`src/rtl/mtimer_pkg.sv`:
```
package mtimer_pkg;

   localparam int PSC_W      = 3;
   localparam int RUN_W      = 8;
   localparam int CTRL_W     = 16;
   localparam int BIT_IE     = 5;
   localparam int BIT_FLAG   = 8;
   localparam int STEP_BITS  = 2;

   typedef enum logic [1:0] {
      SLOT_RELOAD = 2'd0,
      SLOT_COUNT  = 2'd1,
      SLOT_CTRL   = 2'd2,
      SLOT_NONE   = 2'd3
   } chan_slot_e;

   typedef struct packed {
      logic             flag;
      logic             ie;
      logic [PSC_W-1:0] psc;
   } chan_ctrl_t;

   function automatic logic [CTRL_W-1:0] pack_ctrl(input chan_ctrl_t c);
      logic [CTRL_W-1:0] w;
      w              = '0;
      w[PSC_W-1:0]   = c.psc;
      w[BIT_IE]      = c.ie;
      w[BIT_FLAG]    = c.flag;
      return w;
   endfunction

endpackage

```
`src/rtl/mtimer_prescaler.sv`:
```
module mtimer_prescaler #(
   parameter int STAGES    = 5,
   parameter int STEP_BITS = 2
) (
   input  logic              clk,
   input  logic              rst_n,
   output logic [STAGES-1:0] tick_o
);
   localparam int DIV_W = STEP_BITS * STAGES;

   if (STAGES < 1 || STEP_BITS < 1) begin : g_bad_cfg
      $error("mtimer_prescaler: STAGES and STEP_BITS must be positive");
   end

   logic [DIV_W-1:0] div_q;

   always_ff @(posedge clk or negedge rst_n) begin
      if (!rst_n) div_q <= '0;
      else        div_q <= div_q + 1'b1;
   end

   for (genvar k = 0; k < STAGES; k++) begin : g_tap
      assign tick_o[k] = &div_q[STEP_BITS*(k+1)-1:0];
   end

   // the fastest tick is never high on two clocks in a row
   assert_tick_single_R3: assert property (@(posedge clk) disable iff (!rst_n)
      tick_o[0] |=> !tick_o[0]);

endmodule

```
`src/rtl/mtimer_channel.sv`:
```
module mtimer_channel
   import mtimer_pkg::*;
#(
   parameter int CNT_W  = 32,
   parameter int DATA_W = 32,
   parameter int STAGES = 5
) (
   input  logic              clk,
   input  logic              rst_n,
   input  logic              run_i,
   input  logic [STAGES-1:0] tick_i,
   input  logic              rld_we,
   input  logic              cnt_we,
   input  logic              ctl_we,
   input  logic [DATA_W-1:0] wdata,
   output logic [CNT_W-1:0]  rld_o,
   output logic [CNT_W-1:0]  cnt_o,
   output logic [CTRL_W-1:0] ctl_o,
   output logic              irq_o
);
   if (DATA_W < CNT_W || DATA_W < CTRL_W) begin : g_bad_width
      $error("mtimer_channel: DATA_W must cover count and control widths");
   end
   if (STAGES > (1 << PSC_W)) begin : g_bad_stages
      $error("mtimer_channel: too many prescale stages for the select field");
   end

   logic [CNT_W-1:0] rld_q, cnt_q;
   chan_ctrl_t       ctl_q;
   logic             tick_sel, count_en, at_zero, uflow;

   always_comb begin
      tick_sel = tick_i[0];
      for (int k = 1; k < STAGES; k++) begin
         if (ctl_q.psc == PSC_W'(k)) tick_sel = tick_i[k];
      end
   end

   assign count_en = run_i && tick_sel;
   assign at_zero  = (cnt_q == '0);
   assign uflow    = count_en && at_zero && !cnt_we;

   always_ff @(posedge clk or negedge rst_n) begin
      if (!rst_n) begin
         rld_q <= '1;
      end else if (rld_we) begin
         rld_q <= wdata[CNT_W-1:0];
      end
   end

   always_ff @(posedge clk or negedge rst_n) begin
      if (!rst_n) begin
         cnt_q <= '1;
      end else if (cnt_we) begin
         cnt_q <= wdata[CNT_W-1:0];
      end else if (count_en) begin
         cnt_q <= at_zero ? rld_q : cnt_q - 1'b1;
      end
   end

   always_ff @(posedge clk or negedge rst_n) begin
      if (!rst_n) begin
         ctl_q <= '0;
      end else begin
         if (ctl_we) begin
            ctl_q.psc <= wdata[PSC_W-1:0];
            ctl_q.ie  <= wdata[BIT_IE];
         end
         if (uflow) begin
            ctl_q.flag <= 1'b1;
         end else if (ctl_we && !wdata[BIT_FLAG]) begin
            ctl_q.flag <= 1'b0;
         end
      end
   end

   assign rld_o = rld_q;
   assign cnt_o = cnt_q;
   assign ctl_o = pack_ctrl(ctl_q);
   assign irq_o = ctl_q.flag && ctl_q.ie;

   assert_hold_halted_R2: assert property (@(posedge clk) disable iff (!rst_n)
      (!run_i && !cnt_we) |=> $stable(cnt_o));

   assert_reload_R4: assert property (@(posedge clk) disable iff (!rst_n)
      (count_en && at_zero && !cnt_we && !rld_we) |=> (cnt_o == $past(rld_o)));

   assert_flag_sticky_R5: assert property (@(posedge clk) disable iff (!rst_n)
      (ctl_o[BIT_FLAG] && !(ctl_we && !wdata[BIT_FLAG])) |=> ctl_o[BIT_FLAG]);

   assert_irq_cleared_R6: assert property (@(posedge clk) disable iff (!rst_n)
      (ctl_we && !wdata[BIT_FLAG] && !uflow) |=> !irq_o);

   assert_bus_wins_R7: assert property (@(posedge clk) disable iff (!rst_n)
      cnt_we |=> (cnt_o == $past(wdata[CNT_W-1:0])));

   assert_set_wins_R8: assert property (@(posedge clk) disable iff (!rst_n)
      uflow |=> ctl_o[BIT_FLAG]);

endmodule

```
`src/rtl/mtimer_bank.sv`:
```
module mtimer_bank
   import mtimer_pkg::*;
#(
   parameter int NUM_CH = 3,
   parameter int CNT_W  = 32,
   parameter int DATA_W = 32,
   parameter int ADDR_W = 6,
   parameter int STAGES = 5
) (
   input  logic              clk,
   input  logic              rst_n,
   input  logic              bus_sel,
   input  logic              bus_wr,
   input  logic [ADDR_W-1:0] bus_addr,
   input  logic [DATA_W-1:0] bus_wdata,
   output logic [DATA_W-1:0] bus_rdata,
   output logic [NUM_CH-1:0] irq_o
);
   localparam int GRP_W = ADDR_W - 2;
   localparam logic [RUN_W-1:0] RUN_MASK = RUN_W'((1 << NUM_CH) - 1);

   if (NUM_CH < 1 || NUM_CH > RUN_W) begin : g_bad_nch
      $error("mtimer_bank: NUM_CH must lie in 1..8");
   end
   if ((NUM_CH + 1) * 4 > (1 << ADDR_W)) begin : g_bad_addr
      $error("mtimer_bank: ADDR_W too narrow for the channel count");
   end
   if (DATA_W < RUN_W) begin : g_bad_data
      $error("mtimer_bank: DATA_W narrower than the run register");
   end

   logic [STAGES-1:0] tick;
   logic [RUN_W-1:0]  run_q;
   logic              wr_en, run_hit;
   logic [GRP_W-1:0]  grp;
   chan_slot_e        slot;

   logic [CNT_W-1:0]  rld_v [NUM_CH];
   logic [CNT_W-1:0]  cnt_v [NUM_CH];
   logic [CTRL_W-1:0] ctl_v [NUM_CH];

   assign wr_en   = bus_sel && bus_wr;
   assign grp     = bus_addr[ADDR_W-1:2];
   assign slot    = chan_slot_e'(bus_addr[1:0]);
   assign run_hit = (bus_addr == '0);

   mtimer_prescaler #(.STAGES(STAGES), .STEP_BITS(STEP_BITS)) u_psc (
      .clk    (clk),
      .rst_n  (rst_n),
      .tick_o (tick)
   );

   always_ff @(posedge clk or negedge rst_n) begin
      if (!rst_n)                run_q <= '0;
      else if (wr_en && run_hit) run_q <= bus_wdata[RUN_W-1:0] & RUN_MASK;
   end

   for (genvar c = 0; c < NUM_CH; c++) begin : g_ch
      logic hit;
      assign hit = (grp == GRP_W'(c + 1));

      mtimer_channel #(.CNT_W(CNT_W), .DATA_W(DATA_W), .STAGES(STAGES)) u_ch (
         .clk    (clk),
         .rst_n  (rst_n),
         .run_i  (run_q[c]),
         .tick_i (tick),
         .rld_we (wr_en && hit && slot == SLOT_RELOAD),
         .cnt_we (wr_en && hit && slot == SLOT_COUNT),
         .ctl_we (wr_en && hit && slot == SLOT_CTRL),
         .wdata  (bus_wdata),
         .rld_o  (rld_v[c]),
         .cnt_o  (cnt_v[c]),
         .ctl_o  (ctl_v[c]),
         .irq_o  (irq_o[c])
      );
   end

   always_comb begin
      bus_rdata = '0;
      if (bus_sel) begin
         if (run_hit) begin
            bus_rdata[RUN_W-1:0] = run_q;
         end
         for (int c = 0; c < NUM_CH; c++) begin
            if (grp == GRP_W'(c + 1)) begin
               case (slot)
                  SLOT_RELOAD: bus_rdata[CNT_W-1:0]  = rld_v[c];
                  SLOT_COUNT:  bus_rdata[CNT_W-1:0]  = cnt_v[c];
                  SLOT_CTRL:   bus_rdata[CTRL_W-1:0] = ctl_v[c];
                  default:     bus_rdata = '0;
               endcase
            end
         end
      end
   end

   assert_run_masked_R2: assert property (@(posedge clk) disable iff (!rst_n)
      (wr_en && run_hit) |=> ((run_q & ~RUN_MASK) == '0));

endmodule

```
`config.mk`:
```
export PLATFORM = sky130hd
export DESIGN_NAME = mtimer_bank
export DESIGN_NICKNAME = d
export VERILOG_FILES = /design/src/rtl/mtimer_pkg.sv /design/src/rtl/mtimer_prescaler.sv /design/src/rtl/mtimer_channel.sv /design/src/rtl/mtimer_bank.sv
export SDC_FILE = /design/constraint.sdc
export NUM_CORES = 1
export LEC_CHECK = 0
export BUFFER_PORTS_ARGS = -buffer_cell sky130_fd_sc_hd__buf_2
export CORE_UTILIZATION = 34
export CTS_CLUSTER_DIAMETER = 150
export DETAILED_ROUTE_END_ITERATION = 8
export HOLD_SLACK_MARGIN = 0.12
export SLEW_MARGIN = 20
export SYNTH_ARGS = -nofsm -noshare
export SYNTH_HDL_FRONTEND = slang
export SYNTH_HIERARCHICAL = 1
export SYNTH_SLANG_ARGS = --single-unit
```
`constraint.sdc`:
```
create_clock -name clk -period 4.3 [get_ports clk]
set_clock_uncertainty 0.2 [all_clocks]
set_input_delay 0.215 -clock clk [delete_from_list [all_inputs] [get_ports clk]]
set_output_delay 0.215 -clock clk [all_outputs]
set_load 0.01 [all_outputs]
```
# Yosys cells after proc, flatten, opt, wreduce, memory -nomap -nowiden
# Cells that the tools add are included.
# totals
rom_bits	0
reg_bits	220
n_memories	0
out_inout_bits	35
latch_bits	0
mem_bits_rw	0
inputBits	42
# classes
mul	0
eq_ne	17
n_addsub	4
div	0
muxes	38
shift	0
n_bitwise	0
n_lt_le_gt_ge	0
reduce_logical	49
# op_table
op	count
$mux W32	13
$pmux W16 S3	5
$logic_not A32 Y1	3
$sub A32 B1 Y32 const B	3
$pmux W16 S2	1
$logic_and A1 B1 Y1	29
$eq A3 B2 Y1 const B	6
$mux W1	18
$reduce_bool A2 Y1	6
$add A10 B1 Y10 const B	1
$reduce_and A10 Y1	1
$eq A3 B1 Y1 const B	3
$eq A3 B3 Y1 const B	3
$eq A4 B2 Y1 const B	2
$reduce_and A8 Y1	1
$logic_not A6 Y1	1
$reduce_and A6 Y1	1
$eq A4 B1 Y1 const B	1
$logic_not A1 Y1	4
$reduce_and A4 Y1	1
$mux W3	1
$eq A2 B1 Y1 const B	1
$eq A2 B2 Y1 const B	1
$logic_not A2 Y1	1
$reduce_and A2 Y1	1

# Depth between registers and ports, before layout
# Gate-level depths: netlist (run 1).
# logic_depth
depth_word	9
depth_mapped	12

# Hierarchy
# The synthesis (run 1) kept the hierarchy.
# modules_own_cells
mod	instances	area_per_inst_um2	seq_area_each_um2	cells_each
mtimer_channel	3	4035.1	1806.7	410
mtimer_bank	1	2494.9	75.1	318
mtimer_prescaler	1	425.4	250.2	33

# Least setup slack after synthesis (run 1)
# Ideal clock, no wire load.
# synth_path
path_kind	reg-to-reg
startpoint	register g_ch[0].u_ch.cnt_q[26]
endpoint	register g_ch[0].u_ch.cnt_q[0]
arrival_ns	2.522
required_ns	4.018
stages_incl_launch_ff	8
n_path_buf	1
path_slack_ns	1.496
cell_sequence	dfstp_2 -> or4_4 -> or4b_4 -> or4b_4 -> buf_6 -> and2_1 -> a211oi_2 -> o21ai_1
# synth_between
elab_chain_len	4
# synth_lines
element	line	rtl
start, declared	mtimer_channel.sv:28	logic [CNT_W-1:0] rld_q, cnt_q;
start signal, assigned	mtimer_channel.sv:55	cnt_q <= wdata[CNT_W-1:0];
start signal, assigned	mtimer_channel.sv:57	cnt_q <= at_zero ? rld_q : cnt_q - 1'b1;
$logic_not A32 Y1	mtimer_channel.sv:40	assign at_zero = (cnt_q == '0);
$mux W32	mtimer_channel.sv:57	
$mux W32	mtimer_channel.sv:56	end else if (count_en) begin
$mux W32	mtimer_channel.sv:54	end else if (cnt_we) begin
# Every way passes these cells. The select of a mux whose other input is x is not followed.
# A chain may end at the register's enable or synchronous reset.

# Final worst setup path (run 1)
# layout_path
startpoint	input bus_addr[5]
endpoint	output bus_rdata[31]
# layout_between
elab_chain_len	7
# layout_lines
element	line	rtl
start, declared	mtimer_bank.sv:14	input logic [ADDR_W-1:0] bus_addr,
$eq A4 B1 Y1	mtimer_bank.sv:85	if (grp == GRP_W'(c + 1)) begin
$mux W32	mtimer_bank.sv:85	
$pmux W16 S3	mtimer_bank.sv:86	case (slot)
$mux W32	mtimer_bank.sv:85	
$pmux W16 S3	mtimer_bank.sv:86	
$mux W32 *	mtimer_bank.sv:85	
$mux W32 *	mtimer_bank.sv:80	if (bus_sel) begin
end, declared	mtimer_bank.sv:16	output logic [DATA_W-1:0] bus_rdata,
# Every way passes the cells marked *; elsewhere a longest branch is shown, timed or not.

==> flow_results.org, run 1 <==
** Global routing
- Total Routing Usage GR :: 0.227
- Number of global-route vias before repair :: 12800
- Remaining global-route overflow :: 0
- Initial antenna violation count :: 1
- Entering global routing, the biggest net connects 98 pins.
- Global-route wire length before repair :: 78700 um

** Yosys
- Number of enable flip-flop cells after synthesis :: 0
- Most frequent cell after synthesis :: dfstp_2
- Warning count from the yosys run :: 6
- Post-synthesis sequential area ratio :: 0.382
- Cells after synthesis :: 1581
- For this run, asynchronously set or reset flops after synthesis account for 1.00.
- Number of storage elements in the synthesis netlist :: 220
- Ys flop type :: dfstp_2
- Synth top cells by count :: dfstp_2, nor2_1, nand2_1
- The cell area that synthesis handed to floorplanning was 0.0150 sq mm.
- The biggest area contributor in the post-synthesis netlist is dfstp_2.
- The average instance in the mapped netlist occupies 9.50 sq um.
- Yosys attributes the largest share of cell area to dfstp_2, mux2_2, mux2i_1, dfrtp_1, o21ai_0.
- Share of the synthesized area in the top cell type :: 0.336
- Yosys mapped the design onto 71 distinct sky130hd cell types.

** Clocking
- Clock latency on the worst-skew pair :: 0.57 ns
- The cell sitting at the root of the clock tree is a clkbuf_16.
- Maximum level of the CTS H-tree :: 1
- Clk slew on worst S/H paths :: 0.06 ns
- Post-CTS timing repair inserted 0 buffers for setup.
- The clock drives 220 sinks.
- Total of cells resized after clock tree synthesis :: 0
- Inserted Clock Buffers :: 28
- In this run the deepest clock path goes through 3 buffers.
- TritonCTS clock tree :: done

** Final layout
- Cell Count, Final, Fillers Out :: 2260
- Post-route design area :: 0.0172 sq mm
- From synthesis to final layout, the design area changed by 14.4%.
- Number of inserted diodes :: 0
- Of the cells placed in the final design, the portion with a size suffix greater than 1 is 0.306.
- Layout Nets :: 1703

** Route
- Ratio of routed vias to standard cells :: 5.85
- Vias after detailed routing :: 13200
- Number of DRC markers in iteration 0 :: 1094
- For this block, the routed nets add up to 51500 um of wire.
- In this run the remaining antenna-violating nets after routing total 0.
- Dividing the detail-routed wire length by the instance count gives 22.8 um.
- Pre-antenna DRT Iters :: 5
- Post-detailed-route DRC marker count :: 0

** Hold path
- The worst hold path belongs to the class in2reg.

** Placement
- The congestion estimate from routability-driven global placement came to 0.917.
- Counting tap cells, the placed design contains a total of 2170 instances.
- Count of port buffers added during placement :: 76
- Cell area reported after detailed placement :: 0.0158 sq mm
- HPWL after DPL :: 36100 um

** Timing
- Final number of hold-violating endpoints :: 0
- The worst pin sits at a relative slew slack of 0.361.
- At the pin with the least slew margin, the transition time is 0.959 ns.
- Slew Viols, Final :: 0
- After layout, the minimum clock period comes to 3.38 ns.
- In the finished design, the share of the clock period the worst path needs comes to 0.787.
- Setup repair after global routing left no endpoint under its margin.
- Based on the critical path, the design can be clocked at up to 0.296 GHz.
- Total Negative Setup Slacks :: 0 ns
- # setup viols final :: 0

** Pwr
- The analysis attributes to cell leakage a power of 6.92 nW.
- Cell area power density :: 470 mW/mm^2
- Peak supply drop :: 0.267 mV
- Total power for the finished layout comes to 8.08 mW.

** Worst setup path
- The cell that appears most often on the critical path is buf_2.
- Kind of critical path :: in2out
- At the worst endpoint, the required time is 3.88 ns.
- CP cell instances :: dlygate4sd3_1 -> buf_2 -> nor3b_2 -> buf_4 -> nand2_1 -> o22a_1 -> o22ai_1 -> buf_2
- Kind of end point of the critical path :: output port
- Cell type of the slowest stage on the worst timing path :: dlygate4sd3_1
- Critical-path maximum fanout :: 16
- The largest single stage delay on the critical path is 0.53 ns.
- Data on the critical path arrives at its endpoint at 2.97 ns.
- Element type at the critical path start :: input port

** Die
- Area of the die :: 0.0450 sq mm
- After floorplanning, the core was sized to cover 0.0434 sq mm.
- Die X-Extent :: 212 um
- I/O pin count :: 77
- Die extent in y :: 212 um
- The initial utilization of the core area, before any placement, comes to 0.347.
- Total number of placement rows :: 76

** Job
- Max-cap violations in this run came to 0.

** Run status
- The run finished with clean final reports.
[report_power, final]
group / internal (mW) / leakage (nW) / total [mW] / switching (mW)
registers: 2.78 / 2.35 / 3.41 / 0.631
clock network: 1.56 / 0.481 / 2.53 / 0.964
logic: 0.916 / 4.09 / 2.14 / 1.22
total: 5.26 / 6.92 / 8.08 / 2.82
[stage by stage]
step | hold WS (ns) | utilization | setup WS [ns]
finish | 0.169 | 0.396 | 0.916
global placement | 0.116 | 0.365 | 1.04
detailed placement | 0.119 | 0.365 | 0.938
CTS | 0.133 | 0.396 | 0.917
global route | 0.179 | 0.396 | 0.831
floorplan | -0.281 | - | 1.50
[critical path, delay by kind of cell]
family,cells,cell delay [ns]
and+or+nand+nor,2,0.73
buffers and inverters,4,1.19
AOI/OAI and AO/OA,2,0.83
[state kept, by name (all words and copies together), names as in the netlist]
register / count
g_ch.u_ch/cnt_o: 96
g_ch.u_ch/rld_o: 96
g_ch.u_ch/ctl_o: 15
u_psc/div_q: 10
run_q: 3
[kinds of logic (layout without fill, tap and decap cells)]
| kind of cell | after synthesis | after routing | share of synthesized area |
|---|---|---|---|
| and+or+nand+nor | 475 | 475 | 0.166 |
| AOI/OAI and AO/OA | 437 | 437 | 0.201 |
| DFF | 220 | 220 | 0.382 |
| muxes | 216 | 216 | 0.154 |
| buffers and inverters | 170 | 234 | 0.0581 |
| xor gates and xnor gates | 53 | 53 | 0.0314 |
| adders and majority gates | 7 | 7 | 0.00583 |
| other | 3 | 33 | 0.000749 |
[worst paths after layout]
path                                  startpoint                     end  slack, ns  depth (start not counted)
max reg2reg                g_ch[1].u_ch/cnt_o[6]  g_ch[1].u_ch/cnt_o[18]       0.94                          6
max                                  bus_addr[5]           bus_rdata[31]       0.92                          8
min in group asynchronous                  rst_n   g_ch[2].u_ch/cnt_o[0]       0.45                          2
max in group asynchronous                  rst_n  g_ch[0].u_ch/cnt_o[22]       2.67                          3
min                                  bus_addr[2]                run_q[0]       0.17                          5
min reg2reg                       u_psc/div_q[5]          u_psc/div_q[5]       0.29                          1
[timing repair]
item / CTS / global route
setup endpoints to repair: 0 / 0
endpoints found under the hold margin: 306 / 0
hold buffers: 39 / 0
[per-layer routing]
| metal | up-vias | wire length [um] | global-route usage |
|---|---|---|---|
| met3 | 91 | 2980 | 0.0270 |
| met5 | - | 0 | 0 |
| met2 | 452 | 24200 | 0.376 |
| li1 | 6006 | - | - |
| met4 | 0 | 1540 | 0.0717 |
| met1 | 6662 | 22800 | 0.309 |
[placed cells by master, fill, tap and decap left out, drive strengths merged, types with 7 or more instances in the layout]
cell type / n
inv: 38
nor4: 21
ha: 7
a31oi: 12
a221o: 28
xor2: 27
mux2: 123
nor4b: 7
nand4: 12
nand2: 116
o22ai: 36
a31o: 9
clkbuf: 36
or4b: 9
nor2: 119
a22oi: 20
dfstp: 192
o31ai: 12
nor3: 70
dfrtp: 28
nand3: 27
nand2b: 8
xnor2: 26
o211ai: 18
o2bb2ai: 15
buf: 108
conb: 33
a221oi: 8
mux2i: 93
a211oi: 23
dlygate4sd3: 39
a2bb2oi: 15
o21ai: 118
o22a: 16
nor2b: 13
or4: 16
or3: 21
a21o: 26
and2: 15
a21oi: 59
[cell type report]
class / count / area [sq um]
Tap cell: 585 / 732
Sequential cell: 220 / 5750
Timing Repair Buffer: 147 / 1030
Multi-Input combinational cell: 1221 / 8560
Clock buffer: 36 / 772
Fill cell: 4343 / 26200
Inverter: 36 / 135
Clock inverter: 15 / 210
(Power assumes the default switching activity.)
==> run 2, diff against run 1 <==
Clock period 4.3 ns to 2.8 ns, I/O delays scaled along.
==> flow_results.org, run 2 (synthesized netlist as in run 1, its figures left out) <==
** Timing
- After layout, the minimum clock period comes to 2.88 ns.
- The setup slack of the critical path after layout is -0.0843 ns (-1.00 ns).
- # setup viols final :: 30 (+30)
- The pin slew with the least headroom to its limit came to 0.813 ns (-0.146 ns).
- RSZ-0062 raised after global routing :: true
- Worst hold margin :: 0.144 ns (-0.0248 ns)
- Timing would allow up to 0.347 GHz.
- Total Negative Setup Slacks :: -1.41 ns (-1.41 ns)
- Slew Limit Headroom :: 0.456 (+0.0954)
- Slew Viols, Final :: 0 (unchanged)
- Period Utilization, post-route :: 1.03
- Final number of hold-violating endpoints :: 0 (unchanged)

** Die
- The x dimension of the die was 212 um (unchanged).
- The die extent in y came to 212 um (unchanged).
- The row count came to 76 (unchanged).
- Core outline area :: 0.0434 sq mm (unchanged)
- Area of the die :: 0.0450 sq mm (unchanged)
- The number of I/O pins came to 77 (unchanged).
- Initial cell density of the core :: 0.347 (unchanged)

** Global routing
- GR Util met1 :: 0.325 (+0.0162)
- The met3 track utilization from global routing was 0.0338 (+0.00679).
- Number of global-route vias before repair :: 13800 (+7.9%)
- Maximum number of pins on one net before global-route repair :: 82 (-16%)
- Global-route wire length before repair :: 84200 um (+7.0%)
- Remaining global-route overflow :: 0 (unchanged)
- The global router's overall resource usage is 0.244 (+0.0169).
- The met2 layer usage reported by global route came to 0.406 (+0.0304).
- Initial antenna violation count :: 2 (+1)
- Busiest layer in global routing :: met2

** Worst setup path
- The worst endpoint required time is 3.08 ns (-0.80 ns).
- The cell count of the worst reg-to-reg path was 7 (+1).
- The startpoint identified for the worst register-to-register timing path is g_ch[0].u_ch/cnt_o[25].
- Element type at the critical path start :: flop
- Kind of end point of the critical path :: flop
- The data arrival time at the worst-slack endpoint is 3.16 ns (+0.19 ns).
- Worst R2R Setup Slack :: -0.08 ns (-1.02 ns)
- Kind of critical path :: reg2reg
- Worst flop-to-flop path endpoint :: g_ch[0].u_ch/cnt_o[2]
- The maximum net fanout on the critical path came to 9 (-7).

** Pwr
- The cell internal power dissipation came to 8.83 mW (+68%).
- Overall Power :: 13.5 mW (+68%)
- Clk pwr share :: 0.304 (-0.009)
- The cell leakage power came to 7.88 nW (+14%).
- Combinational power share :: 0.328 (+0.063)
- The proportion of power drawn by flip-flops and latches came to 0.368 (-0.054).
- Peak supply drop :: 0.446 mV (+67%)
- The switching power summed over all nets was 4.70 mW (+67%).
- The power density over the cells was 710 mW/mm^2 (+51%).
- The proportion of total power due to net switching was 0.347 (-0.00161).

** Final layout
- Synthesis-to-finish area growth :: 26.8%
- Count of filler cells inserted in the layout :: 4269 (-1.7%)
- The final standard cell count with taps included and fillers excluded came to 2420 (+7.1%).
- Commonest non-fill, non-tap cells in the layout :: dfstp_2, buf_4, mux2_2, nand2_1, nor2_1
- Number of inserted diodes :: 0 (unchanged)
- Layout cell share with drive strength beyond 1 :: 0.409 (+0.103)
- Most common cell after layout, fill and taps aside :: dfstp_2
- Layout Nets :: 1863 (+9.4%)

** Route
- Number of DRC markers in iteration 0 :: 1215 (+11%)
- Post-detailed-route DRC marker count :: 0 (unchanged)
- The average wire per standard cell came to 22.8 um (-0.16%).
- The number of nets still failing antenna checks after routing was 0 (unchanged).
- Vias after detailed routing :: 14100 (+6.5%)
- The average via count per standard cell came to 5.82 (-0.50%).
- Pre-antenna DRT Iters :: 6 (+1)
- The total wirelength of the detailed-routed design came to 55100 um (+6.9%).

** Clocking
- Clock latency on the worst-skew pair :: 0.56 ns (about the same)
- The clock edge transition at the registers on the reported setup and hold paths was 0.06 ns (about the same).
- Maximum level of the CTS H-tree :: 1 (unchanged)
- Clock root buffer :: clkbuf_16
- The CTS buffer count came to 29 (+3.6%).
- The largest buffer count on any clock path is 3 (unchanged).
- The CTS sink count came to 220 (unchanged).
- TritonCTS built the clock tree.

** Placement
- The total placed cells including tap cells was 2318 (+6.8%).
- HPWL after DPL :: 40000 um (+11%)
- Count of port buffers added during placement :: 76 (unchanged)
- Post-placement setup slack :: -0.136 ns (-1.07 ns)
- Last weighted congestion value of the routability-driven placer :: 0.964 (+5.2%)

** Hold path
- Hold Path Depth :: 5 (unchanged)
- Hold-critical path endpoint :: g_ch[0].u_ch/rld_o[14]
- Hold_sp :: bus_addr[0]
- Hold Crit Class :: in2reg

** Run status
- The flow ran to the end, but the final reports show violations.
- Failing checks :: setup timing

** Job
- The number of maximum-capacitance violations is 0 (unchanged).
-- run 2: worst max-delay path by stage --
stage                                 startpoint                      to  slack [ns]  cells past startpoint
after floorplan           g_ch[2].u_ch/cnt_o[25]   g_ch[2].u_ch/cnt_o[0]       0.002                      7
after global placement            u_psc/div_q[3]  g_ch[2].u_ch/cnt_o[14]       -0.18                      9
after detailed placement          u_psc/div_q[3]  g_ch[2].u_ch/cnt_o[14]       -0.14                      8
after CTS                 g_ch[2].u_ch/cnt_o[25]   g_ch[2].u_ch/cnt_o[8]        -0.1                      6
after global routing      g_ch[1].u_ch/cnt_o[25]  g_ch[1].u_ch/cnt_o[15]       -0.13                      6
final                     g_ch[0].u_ch/cnt_o[25]   g_ch[0].u_ch/cnt_o[2]       -0.08                      7
-- run 2: worst max-delay path, cell delays in order, from the launching register on --
cell and delay [ns]:
dfstp_2 0.37, or4_4 0.54, or4b_4 0.50, or4b_4 0.61, buf_6 0.18, a21oi_1 0.16
nor3_1 0.06, nor3_1 0.18
-- run 2: repair_timing --
action / in CTS / in global routing
endpoints found under the hold margin: 314 / 0
resized for setup: 32 / 77
setup endpoints to repair: 45 / 92
hold buffers: 42 / 0
setup buffers: 6 / 2
pin swaps: 32 / 28
-- run 2: final cells by class --
cell class | count | area (sq um) | area share
Clock inverter | 14 | 210 | 0.0110
Sequential cell | 220 | 5750 | 0.302
Tap cell | 585 | 732 | 0.0384
Clock buffer | 38 | 851 | 0.0447
Inverter | 36 | 135 | 0.00709
Timing Repair Buffer | 306 | 2420 | 0.127
Multi-Input combinational cell | 1221 | 8950 | 0.470
-- run 2: power by group through the flow --
stage,registers (mW),clock network (mW),logic (mW)
6_report,4.98,4.11,4.44
5_1_grt,5.08,4.33,4.80
4_1_cts,4.94,4.20,4.25
3_5_place_dp,4.97,0,4.10
3_3_place_gp,4.96,0,4.04
2_1_floorplan,4.93,0,2.34
-- run 2: per-layer routing --
layer | wire, um | share of wire
met5 | 0 | 0
met4 | 1870 | 0.034
met3 | 3410 | 0.062
met2 | 26200 | 0.48
met1 | 23600 | 0.43
-- run 2: stage by stage --
| step | instance area (sq um) | util |
|---|---|---|
| after floorplan | 15100 | - |
| after global placement | 17100 | 0.393 |
| after detailed placement | 17100 | 0.393 |
| after CTS | 18700 | 0.431 |
| after global routing | 19000 | 0.439 |
| final | 19000 | 0.439 |
==> run 3, diff against run 2 <==
Clock period 2.8 ns to 3.6 ns, I/O delays scaled along.
==> flow_results.org, run 3 (synthesized netlist as in run 1, its figures left out) <==
** Worst setup path
- Kind of critical path :: in2out
- The cell count of the worst reg-to-reg path came to 8 (+1).
- The data arrival time at the worst-slack endpoint came to 3.00 ns (-0.16 ns).
- Counting stages on the worst path, the most repeated cell is buf_2.
- CP required :: 3.22 ns (+0.14 ns)
- Element type at the critical path start :: input port
- Critical-path maximum fanout :: 11 (+2)
- Longest individual stage delay on the worst path :: 0.62 ns (about the same)
- STA classifies the critical path endpoint as an output port.
- CP cell instances :: dlygate4sd3_1 -> buf_2 -> nor4b_4 -> and3_1 -> a22oi_1 -> a211oi_1 -> buf_2
- Among all stages on the critical path, the largest delay is contributed by and3_1.

** Clocking
- TritonCTS clock tree :: done
- The later-pin clock latency in the skew report was 0.56 ns (about the same).
- Total clock sinks :: 220 (unchanged)
- Count of hold-fix buffers inserted at cts :: 39 (-7.1%)
- CTS placed an instance of clkbuf_16 at the clock tree root.
- Total of cells resized after clock tree synthesis :: 0 (-100%)
- Bufs on Longest Clock Path :: 3 (unchanged)
- Clk slew on worst S/H paths :: 0.06 ns (about the same)
- The buffers inserted during post-CTS setup optimization was 0 (-6).
- The number of H-tree levels came to 1 (unchanged).
- Inserted Clock Buffers :: 27 (-6.9%)

** Placement
- The half-perimeter wire length after placement was 36700 um (-8.1%).
- Count of port buffers added during placement :: 76 (unchanged)
- The total cell area at the placement stage was 0.0160 sq mm (-6.1%).
- The total placed cells including tap cells is 2193 (-5.4%).
- The weighted congestion reported at the end of routability-driven placement was 0.947 (-1.8%).
- Post-placement setup slack :: 0.485 ns (+0.621 ns)

** Timing
- The count of endpoints failing setup in the final report was 0 (-100%).
- Counting I/O delays and the setup requirement, the final critical path takes 3.38 ns.
- Transition at the pin with the smallest max-transition slack :: 1.07 ns (+0.256 ns)
- Worst hold margin :: 0.136 ns (-0.00795 ns)
- The final number of hold-violating endpoints came to 0 (unchanged).
- The setup slack of the critical path after layout was 0.225 ns (+0.309 ns).
- Total Negative Setup Slacks :: 0 ns (+1.41 ns)
- Highest achievable clock rate :: 0.296 GHz
- Setup repair after global routing left no endpoint under its margin.
- Slew Viols, Final :: 0 (unchanged)
- Of the available clock period, the critical path in the final layout requires 0.938.
- Slew Limit Headroom :: 0.287 (-0.169)

** Die
- The initial standard-cell utilization of the core came to 0.347 (unchanged).
- The number of I/O pins was 77 (unchanged).
- The placeable core area came to 0.0434 sq mm (unchanged).
- Die extent in y :: 212 um (unchanged)
- The area enclosed by the die boundary was 0.0450 sq mm (unchanged).
- Die X-Extent :: 212 um (unchanged)
- The row count was 76 (unchanged).

** Final layout
- Leaving out fill and tap cells, the most frequent cell in the layout is dfstp_2.
- Sequential cell area in the final layout :: 0.00575 sq mm (unchanged)
- Synthesis-to-finish area growth :: 15.8%
- Number of inserted diodes :: 0 (unchanged)
- Commonest non-fill, non-tap cells in the layout :: dfstp_2, nand2_1, nor2_1, o21ai_0, mux2_2
- Area of combinational cells with multiple inputs :: 0.00856 sq mm (-4.4%)
- The final cell area excluding filler cells is 0.0174 sq mm (-8.7%).
- Cell Count, Final, Fillers Out :: 2281 (-5.7%)
- The count of filler cells inserted in the layout came to 4319 (+1.2%).
- Layout Nets :: 1725 (-7.4%)
- The share of final-layout standard cells stronger than drive strength 1 was 0.315 (-0.0939).
- The share of the core filled with cells was 0.401 (-0.0381).

** Global routing
- The pin count of the biggest net entering global routing is 129 (+57%).
- Global-route wire length before repair :: 79400 um (-5.7%)
- The final global-route overflow total came to 0 (unchanged).
- Number of global-route vias before repair :: 13000 (-6.4%)
- Initial antenna violation count :: 0 (-2)
- Total Routing Usage GR :: 0.229 (-0.0149)

** Pwr
- Peak supply drop :: 0.275 mV (-38%)
- Cell area power density :: 558 mW/mm^2 (-21%)
- The final total power was 9.71 mW (-28%).
- The cell leakage power is 7.05 nW (-11%).

** Run status
- The run finished with clean final reports.

** Route
- The number of nets still failing antenna checks after routing was 0 (unchanged).
- The average via count per standard cell was 5.78 (-0.66%).
- Vias after detailed routing :: 13200 (-6.4%)
- Pre-antenna DRT Iters :: 5 (-1)
- Routed length per placed instance :: 22.6 um (-0.82%)
- The detailed router's first-iteration violation count is 1105 (-9.1%).
- Post-detailed-route DRC marker count :: 0 (unchanged)
- The total wirelength of the detailed-routed design was 51500 um (-6.5%).

** Job
- Total of max-cap violations :: 0 (unchanged)

** Hold path
- Hold Crit Class :: in2async
## run 3: critical path, delay by kind of cell
kind,cells,cell delay (ns)
buffers and inverters,3,0.94
AOI/OAI and AO/OA,2,0.80
and+or+nand+nor,2,1.07
## run 3: cell type report
class                           count  share of cell area
Timing Repair Buffer              170              0.0711
Multi-Input combinational cell   1221               0.492
Sequential cell                   220               0.330
Clock buffer                       35              0.0434
Tap cell                          585              0.0421
Inverter                           36             0.00777
Clock inverter                     14              0.0132
## run 3: final timing paths
kind / start / to / slack (ns)
worst min register to register: u_psc/div_q[5] / u_psc/div_q[5] / 0.28
worst min-delay path: rst_n / g_ch[2].u_ch/ctl_o[5] / 0.14
worst max-delay path: bus_addr[5] / bus_rdata[14] / 0.22
max in group asynchronous: rst_n / g_ch[2].u_ch/cnt_o[12] / 2.07
worst max register to register: u_psc/div_q[0] / g_ch[0].u_ch/cnt_o[25] / 0.41
min in group clk: bus_addr[3] / g_ch[1].u_ch/ctl_o[2] / 0.23
## run 3: routing by layer
layer	vias up	global-route usage	wire [um]
li1	6054	-	-
met1	6564	0.316	22900
met2	458	0.372	24100
met3	103	0.0229	2810
met4	0	0.0824	1720
met5	-	0	0
## run 3: report_power, final
group / internal (mW) / switching, mW
Combinational: 1.14 / 1.47
Clock: 1.90 / 1.13
Sequential: 3.32 / 0.748
Total: 6.36 / 3.35
